[src/rtl/pbo_pkg.sv]
package pbo_pkg;
   typedef enum logic [1:0] {
      ST_IDLE      = 2'd0,
      ST_WAIT_REF  = 2'd1,
      ST_WAIT_WRAP = 2'd2,
      ST_SLIP      = 2'd3
   } pbo_state_e;
endpackage

[src/rtl/pbo_slip_calc.sv]
module pbo_slip_calc #(
   parameter int DIV_W       = 8,
   parameter bit TIE_SHORTEN = 1'b0,
   localparam int CW         = DIV_W + 1
) (
   input  logic [CW-1:0]    phase_ofs,
   input  logic [DIV_W-1:0] ratio,
   output logic [CW-1:0]    slip_len
);
   logic [CW-1:0] ratio_w;
   logic [CW-1:0] half_w;
   logic          shorten;

   assign ratio_w = {1'b0, ratio};
   assign half_w  = ratio_w >> 1;

   generate
      if (TIE_SHORTEN) begin : g_tie_short
         assign shorten = (phase_ofs >= half_w) && (phase_ofs != '0);
      end else begin : g_tie_long
         assign shorten = (phase_ofs > half_w);
      end
   endgenerate

   // the period is either stretched by k or cut to k cycles
   assign slip_len = shorten ? phase_ofs : (ratio_w + phase_ofs);
endmodule

[src/rtl/pbo_divider.sv]
module pbo_divider #(
   parameter int DIV_W = 8,
   localparam int CW   = DIV_W + 1
) (
   input  logic             clk,
   input  logic             rst_n,
   input  logic [DIV_W-1:0] ratio,
   input  logic             slip_active,
   input  logic [CW-1:0]    slip_len,
   output logic [CW-1:0]    cnt,
   output logic             wrap,
   output logic             fb_clk
);
   logic [CW-1:0] plen;
   logic [CW-1:0] half_w;

   assign plen   = slip_active ? slip_len : {1'b0, ratio};
   assign half_w = {1'b0, ratio} >> 1;
   assign wrap   = (cnt >= plen - CW'(1));

   always_ff @(posedge clk or negedge rst_n) begin
      if (!rst_n) cnt <= '0;
      else if (wrap) cnt <= '0;
      else cnt <= cnt + CW'(1);
   end

   assign fb_clk = (cnt < half_w);
endmodule

[src/rtl/pbo_ctrl.sv]
module pbo_ctrl
   import pbo_pkg::*;
#(
   parameter int DIV_W = 8,
   localparam int CW   = DIV_W + 1
) (
   input  logic          clk,
   input  logic          rst_n,
   input  logic          bo_req,
   input  logic          ref_edge,
   input  logic          wrap,
   input  logic [CW-1:0] calc_len,
   output pbo_state_e    state,
   output logic [CW-1:0] slip_len_q,
   output logic          slip_active,
   output logic          done
);
   always_ff @(posedge clk or negedge rst_n) begin
      if (!rst_n) begin
         state      <= ST_IDLE;
         slip_len_q <= '0;
         done       <= 1'b0;
      end else begin
         done <= 1'b0;
         unique case (state)
            ST_IDLE: if (bo_req) state <= ST_WAIT_REF;
            ST_WAIT_REF: if (ref_edge) begin
               slip_len_q <= calc_len;
               state      <= wrap ? ST_SLIP : ST_WAIT_WRAP; // same-cycle wrap
            end
            ST_WAIT_WRAP: if (wrap) state <= ST_SLIP;
            ST_SLIP: if (wrap) begin
               state <= ST_IDLE;
               done  <= 1'b1;
            end
            default: state <= ST_IDLE;
         endcase
      end
   end

   assign slip_active = (state == ST_SLIP);
endmodule

[src/rtl/pbo_edge_selector.sv]
module pbo_edge_selector
   import pbo_pkg::*;
#(
   parameter int DIV_W       = 8,
   parameter bit TIE_SHORTEN = 1'b0
) (
   input  logic             osc_clk,
   input  logic             rst_n,
   input  logic             ref_edge,
   input  logic             bo_req,
   input  logic [DIV_W-1:0] div_ratio,
   output logic             fb_clk,
   output logic             bo_done
);
   localparam int CW = DIV_W + 1;

   generate
      if (DIV_W < 2 || DIV_W > 16) begin : g_bad_width
         $error("pbo_edge_selector: DIV_W must be within 2..16");
      end
   endgenerate

   pbo_state_e    state;
   logic [CW-1:0] cnt;
   logic [CW-1:0] calc_len;
   logic [CW-1:0] slip_len_q;
   logic          slip_active;
   logic          wrap;

   pbo_slip_calc #(.DIV_W(DIV_W), .TIE_SHORTEN(TIE_SHORTEN)) u_calc (
      .phase_ofs (cnt),
      .ratio     (div_ratio),
      .slip_len  (calc_len)
   );

   pbo_divider #(.DIV_W(DIV_W)) u_div (
      .clk         (osc_clk),
      .rst_n       (rst_n),
      .ratio       (div_ratio),
      .slip_active (slip_active),
      .slip_len    (slip_len_q),
      .cnt         (cnt),
      .wrap        (wrap),
      .fb_clk      (fb_clk)
   );

   pbo_ctrl #(.DIV_W(DIV_W)) u_ctrl (
      .clk         (osc_clk),
      .rst_n       (rst_n),
      .bo_req      (bo_req),
      .ref_edge    (ref_edge),
      .wrap        (wrap),
      .calc_len    (calc_len),
      .state       (state),
      .slip_len_q  (slip_len_q),
      .slip_active (slip_active),
      .done        (bo_done)
   );
endmodule

[config.mk]
export PLATFORM = sky130hd
export DESIGN_NAME = pbo_edge_selector
export DESIGN_NICKNAME = d
export VERILOG_FILES = /design/src/rtl/pbo_pkg.sv /design/src/rtl/pbo_slip_calc.sv /design/src/rtl/pbo_divider.sv /design/src/rtl/pbo_ctrl.sv /design/src/rtl/pbo_edge_selector.sv
export SDC_FILE = /design/constraint.sdc
export NUM_CORES = 1
export LEC_CHECK = 0
export CORE_ASPECT_RATIO = 2
export CORE_UTILIZATION = 30
export CTS_CLUSTER_SIZE = 20
export DETAILED_ROUTE_END_ITERATION = 10
export DONT_BUFFER_PORTS = 1
export PLACE_DENSITY = 0.49
export SLEW_MARGIN = 25
export SYNTH_ARGS = -nofsm -noshare
export SYNTH_HDL_FRONTEND = slang
export SYNTH_SLANG_ARGS = --single-unit
[constraint.sdc]
create_clock -name osc_clk -period 4.9 [get_ports osc_clk]
set_input_delay 0.49 -clock osc_clk [delete_from_list [all_inputs] [get_ports osc_clk]]
set_output_delay 0.49 -clock osc_clk [all_outputs]
set_load 0.005 [all_outputs]
After elaboration in Yosys (flattened, before gate mapping)

Index checks and enable logic that the tools add are counted.

Flip-flop bits (word level): 21
Input bits: 12
Output and inout port bits: 2

$add $sub $neg: 3
$lt $le $gt $ge: 3
Eq/ne operators: 7
Multiplexer cells: 11
Reductions and logical operators: 3

Operator list:

| kind                                                   | count |
|---|---|
| 2-to-1 mux 9 bit                                       | 3 |
| adder 8 x 9 -> 9 bit                                   | 1 |
| adder 9 x 1 -> 9 bit (second input constant)           | 1 |
| greater-or-equal comparator 9 bit                      | 1 |
| greater-than comparator 9 x 7 -> 1 bit                 | 1 |
| < comparator 9 x 7 -> 1 bit                            | 1 |
| subtractor 9 x 1 -> 9 bit (second input constant)      | 1 |
| 2-to-1 mux 2 bit                                       | 4 |
| one-hot mux 2 bit (4 select lines)                     | 1 |
| equality test 2 bit (second input constant)            | 2 |
| inequality test 2 x 1 -> 1 bit (second input constant) | 2 |
| inequality test 2 bit (second input constant)          | 2 |
| AND reduction 4 bit                                    | 1 |
| 2-to-1 mux 1 bit                                       | 3 |
| equality test 2 x 1 -> 1 bit (second input constant)   | 1 |
| zero test 2 bit                                        | 1 |
| AND reduction 2 bit                                    | 1 |

Logic depth before layout (Yosys ltp)

Depth in word-level cells: 7
Mapped depth: 16
Gate-level depth less buffers: 14

Modules after synthesis

From an unflattened synthesis, not the netlist that was laid out.

Cells, all modules: 230
Area total of the unflattened synthesis: 2292.2 um2

By module, submodules not included:

| module        | times used | cells each | area each (um2) |
|---|---|---|---|
| pbo_divider   | 1          | 120        | 1094.8 |
| pbo_slip_calc | 1          | 72         | 640.6 |
| pbo_ctrl      | 1          | 38         | 556.8 |

Least setup slack after synthesis

OpenSTA, ideal clock, no wires.

Path kind: reg-to-reg
Start point: register u_ctrl.state[0]
End point: register u_ctrl.state[0]
Library setup time: 0.126 ns
Data arrival time: 3.543 ns
Data required time: 4.774 ns
Setup slack: 1.231 ns
Stages on the path, launching flop included: 17
Buffers on the path: 2
Cell sequence: dfrtp_1 -> ha_1 -> buf_2 -> buf_1 -> mux2i_1 -> ha_1 -> o21ai_0 -> nor4b_1 -> xnor2_1 -> nor2_1 -> a41oi_1 -> ha_1 -> nand3_1 -> or3_1 -> o211ai_1 -> o21ai_1 -> a221o_1

Longest elaborated chain between the ends: 7

Ends and longest elaborated chain:

| item                               | line                           | text |
|---|---|---|
| from (decl)                        | pbo_ctrl.sv:13                 | `output pbo_state_e state,` |
| from (signal assigned)             | pbo_ctrl.sv:29                 | `state <= wrap ? ST_SLIP : ST_WAIT_WRAP;` |
| equality test 2 bit                | pbo_ctrl.sv:25, pbo_ctrl.sv:41 |  |
| 2-to-1 mux 9 bit                   | pbo_divider.sv:17              | `assign plen = slip_active ? slip_len : {1'b0, ratio};` |
| subtractor 9 x 1 -> 9 bit          | pbo_divider.sv:19              | `assign wrap = (cnt >= plen - CW'(1));` |
| greater-or-equal comparator 9 bit  | pbo_divider.sv:19              |  |
| 2-to-1 mux 1 bit                   | pbo_ctrl.sv:29                 |  |
| 2-to-1 mux 2 bit                   | pbo_ctrl.sv:27                 | `ST_WAIT_REF: if (ref_edge) begin` |
| one-hot mux 2 bit (4 select lines) | pbo_ctrl.sv:25                 | `unique case (state)` |

Several ways; a longest one is shown, not always the timed one. The select of a mux whose other input is x is not followed.
A chain may end at the register's enable or synchronous reset.

Final worst setup path

Ends and elaborated chain as after synthesis.

==> impl_results.md <==
- Status: finished, final reports clean
- Vias: approximately 1.5k
- Setup ws final: 0.725 ns
- Startpoint types: register
- CP Data Required Time: 5.04 ns
- Worst rel slew slack: 43.0%
- Fin crit period: 4.18 ns
- Dpl hpwl: around 4000 um
- WP data arrival: about 4.3 ns
- Antenna-violating nets left: 0
- Net Count, Synth: 260
- Max-cap violations: 0
- Fmax: between 200 and 250 MHz
- Final wirelength: 4780 um
- Post-CTS sizing: 0
- DIE AREA: 6930 um2
- Clk_skew: 0.00282 ns
- Final Cycle Share: 85.2%
- PortBufs: 0
- DRC viols: 0
- Post-synth top area share: 26.6%
- CTS root buffer: clkbuf_16
- Most common cell in the netlist: ha_1
- Leading register cell type out of synthesis: dfrtp_1
- Routability cong.: roughly 0.8
- Final setup TNS: 0 ns
- Hold Worst Slack: 0.206 ns
- Clock Path Buffers: 2
- DP Worst Slack: between 0.7 and 0.8 ns
- Mapped Cells: 217
- Post-synth EDFFs: 0
- H-tree depth: 1
- Clock slew at reported path FFs: 0.06 ns
- Clock sinks: 21
- Syn avg cell area: a little over 9 um2
- Area delta synth->final: 9.31%
- PnR Total Power: 1.23 mW
- Worst setup path category: reg -> reg
- Global Route Usage Sum: 15.6%
- Die width: 59.4 um
- Number of synthesis warnings: 0
- FP Rows: 41
- Share of layout cells above drive strength 1: a little under 8%
- Antenna diodes: 0
- Setup bufs post-CTS: 0
- CTS tree: built
- Post-synth ARST share: 100%
- Initial antenna violation count: 0
- Worst-Skew Late Latency: 0.26 ns
- Final Net Count: about 260
- Seq cells post-synth: 21
- Worst min path class: in -> async
- First-pass GRT wire length: 7900 um
- Leak pwr: 0.996 nW
- Sequential-to-total area share from yosys stat: 26.6%
- Routed len/inst: 15.7 um
- Worst-Margin Slew: 0.852 ns
- Maximum vdd drop: 0.000188 V
- Post-synth cell types: 46
- Routed vias/inst: 4.88
- Synth area leader: dfrtp_1
- Final hold viol count: 0
- Top cells by count, synth: ha_1 (30), dfrtp_1 (21), nor2_1 (19), inv_1 (17), mux2i_1 (15)
- Height of the die: 117 um
- Max Slew Vio Count: 0
- Final setup vio count: 0
- Largest net degree at the start of global routing: 22
- Most area-consuming cells after synthesis: dfrtp_1 (27%), ha_1 (19%), mux2i_1 (7.6%), xor2_1 (5.3%), nor2_1 (3.6%)
- Cell Area, Synth: 1980 um2
- Crit end category: register
- Number of global-route vias before repair: 1601
- Io pins: 14
- Unrepaired setup endpoints after global routing: no
- Pwr dens: 572 nW/um2
- TritonRoute pass-1 iters: 4
- Initial core utilization: 31.3%
- Initial drt markers: 28
- Core area: about 6300 um2
- Inserted Clock Buffers: 3
- Gr ovfl total: 0
- CP Max Fanout: 21
## registers in the layout, indices dropped and copies added (netlist names)
signal / flops
u_ctrl.state: 2
u_div.cnt: 9
u_ctrl.slip_len_q: 9
u_ctrl.done: 1
## layout by cell type (no fill, tap or decap), types with 6 or more instances in the layout
master and count:
inv_1 17, xor2_1 12, a21oi_1 9, ha_1 30, nand2_1 12, mux2i_1 15
nor2_1 19, xnor2_1 6, dfrtp_1 21, o21ai_0 11, nand3_1 7, nor3_1 10
## metrics by stage
step | util [%] | instance area [um2] | std cells
global placement | 32.9 | 2070 | 300
CTS | 34.3 | 2160 | 305
floorplan | - | 1980 | 217
detailed placement | 32.9 | 2070 | 300
global route | 34.2 | 2160 | 305
finish | 34.2 | 2160 | 305
## cell families (layout without fill, tap and decap cells)
logic type      count (synthesis)  count (layout)  share of synthesized area [%]
compound gates                 45              45                           16.0
xor+xnor                       18              18                           7.98
fa+ha+maj                      31              31                           20.0
buf+inv                        21              23                           4.05
flops                          21              21                           26.6
mux                            18              18                           9.31
simple gates                   63              63                           16.0
## routing by layer
metal / share of wire [%] / vias to the layer above / track usage, %
met3: 3.0 / 6 / 2.55
met1: 36 / 687 / 15.0
met2: 59 / 15 / 31.2
met4: 1.6 / 0 / 5.87
met5: 0 / - / 0
li1: - / 781 / -
## worst paths after layout
| path | slack, ns | to | cells past startpoint | from |
|---|---|---|---|---|
| worst min register to register | 0.50 | u_ctrl.slip_len_q[0] | 2 | u_ctrl.slip_len_q[0] |
| min in group osc_clk | 0.43 | u_ctrl.slip_len_q[6] | 2 | ref_edge |
| worst max-delay path | 0.72 | u_ctrl.state[0] | 15 | u_ctrl.state[0] |
| max in group asynchronous | 4.34 | u_ctrl.slip_len_q[7] | 1 | rst_n |
| worst max register to register | 0.72 | u_ctrl.state[0] | 15 | u_ctrl.state[0] |
| worst min-delay path | 0.21 | u_ctrl.done | 1 | rst_n |
## final cells by class
class | count | area [um2]
inverters | 17 | 63.8
clock inverters | 1 | 5.00
well taps | 86 | 108
multi-input cells | 175 | 1370
fillers | 651 | 4150
flip-flops and latches | 21 | 526
clock buffers | 3 | 75.1
repair buffers | 2 | 12.5
## report_power, final
| part | switching [mW] | internal [mW] | leakage (nW) | total (mW) |
|---|---|---|---|---|
| clock network | 0.0686 | 0.110 | 0.0409 | 0.178 |
| registers | 0.104 | 0.243 | 0.267 | 0.348 |
| logic | 0.381 | 0.327 | 0.688 | 0.708 |
## worst max-delay path: stages (launching register included)
cell	delay, ns
dfrtp_1	0.42
ha_1	0.18
buf_4	0.26
mux2i_1	0.36
ha_1	0.24
o21ai_0	0.18
nor4b_1	0.38
xnor2_1	0.11
nor2_1	0.09
a41oi_1	0.05
ha_1	0.31
nand3_1	0.08
or3_1	0.37
o211ai_1	0.39
o21ai_1	0.24
a221o_1	0.39
## what timing repair did
action / in CTS / in global routing
hold buffers: 1 / 0
endpoints found under the hold margin: 21 / 0
endpoints found under the setup margin: 0 / 0
Note: power is estimated with default switching activity, not from simulation.
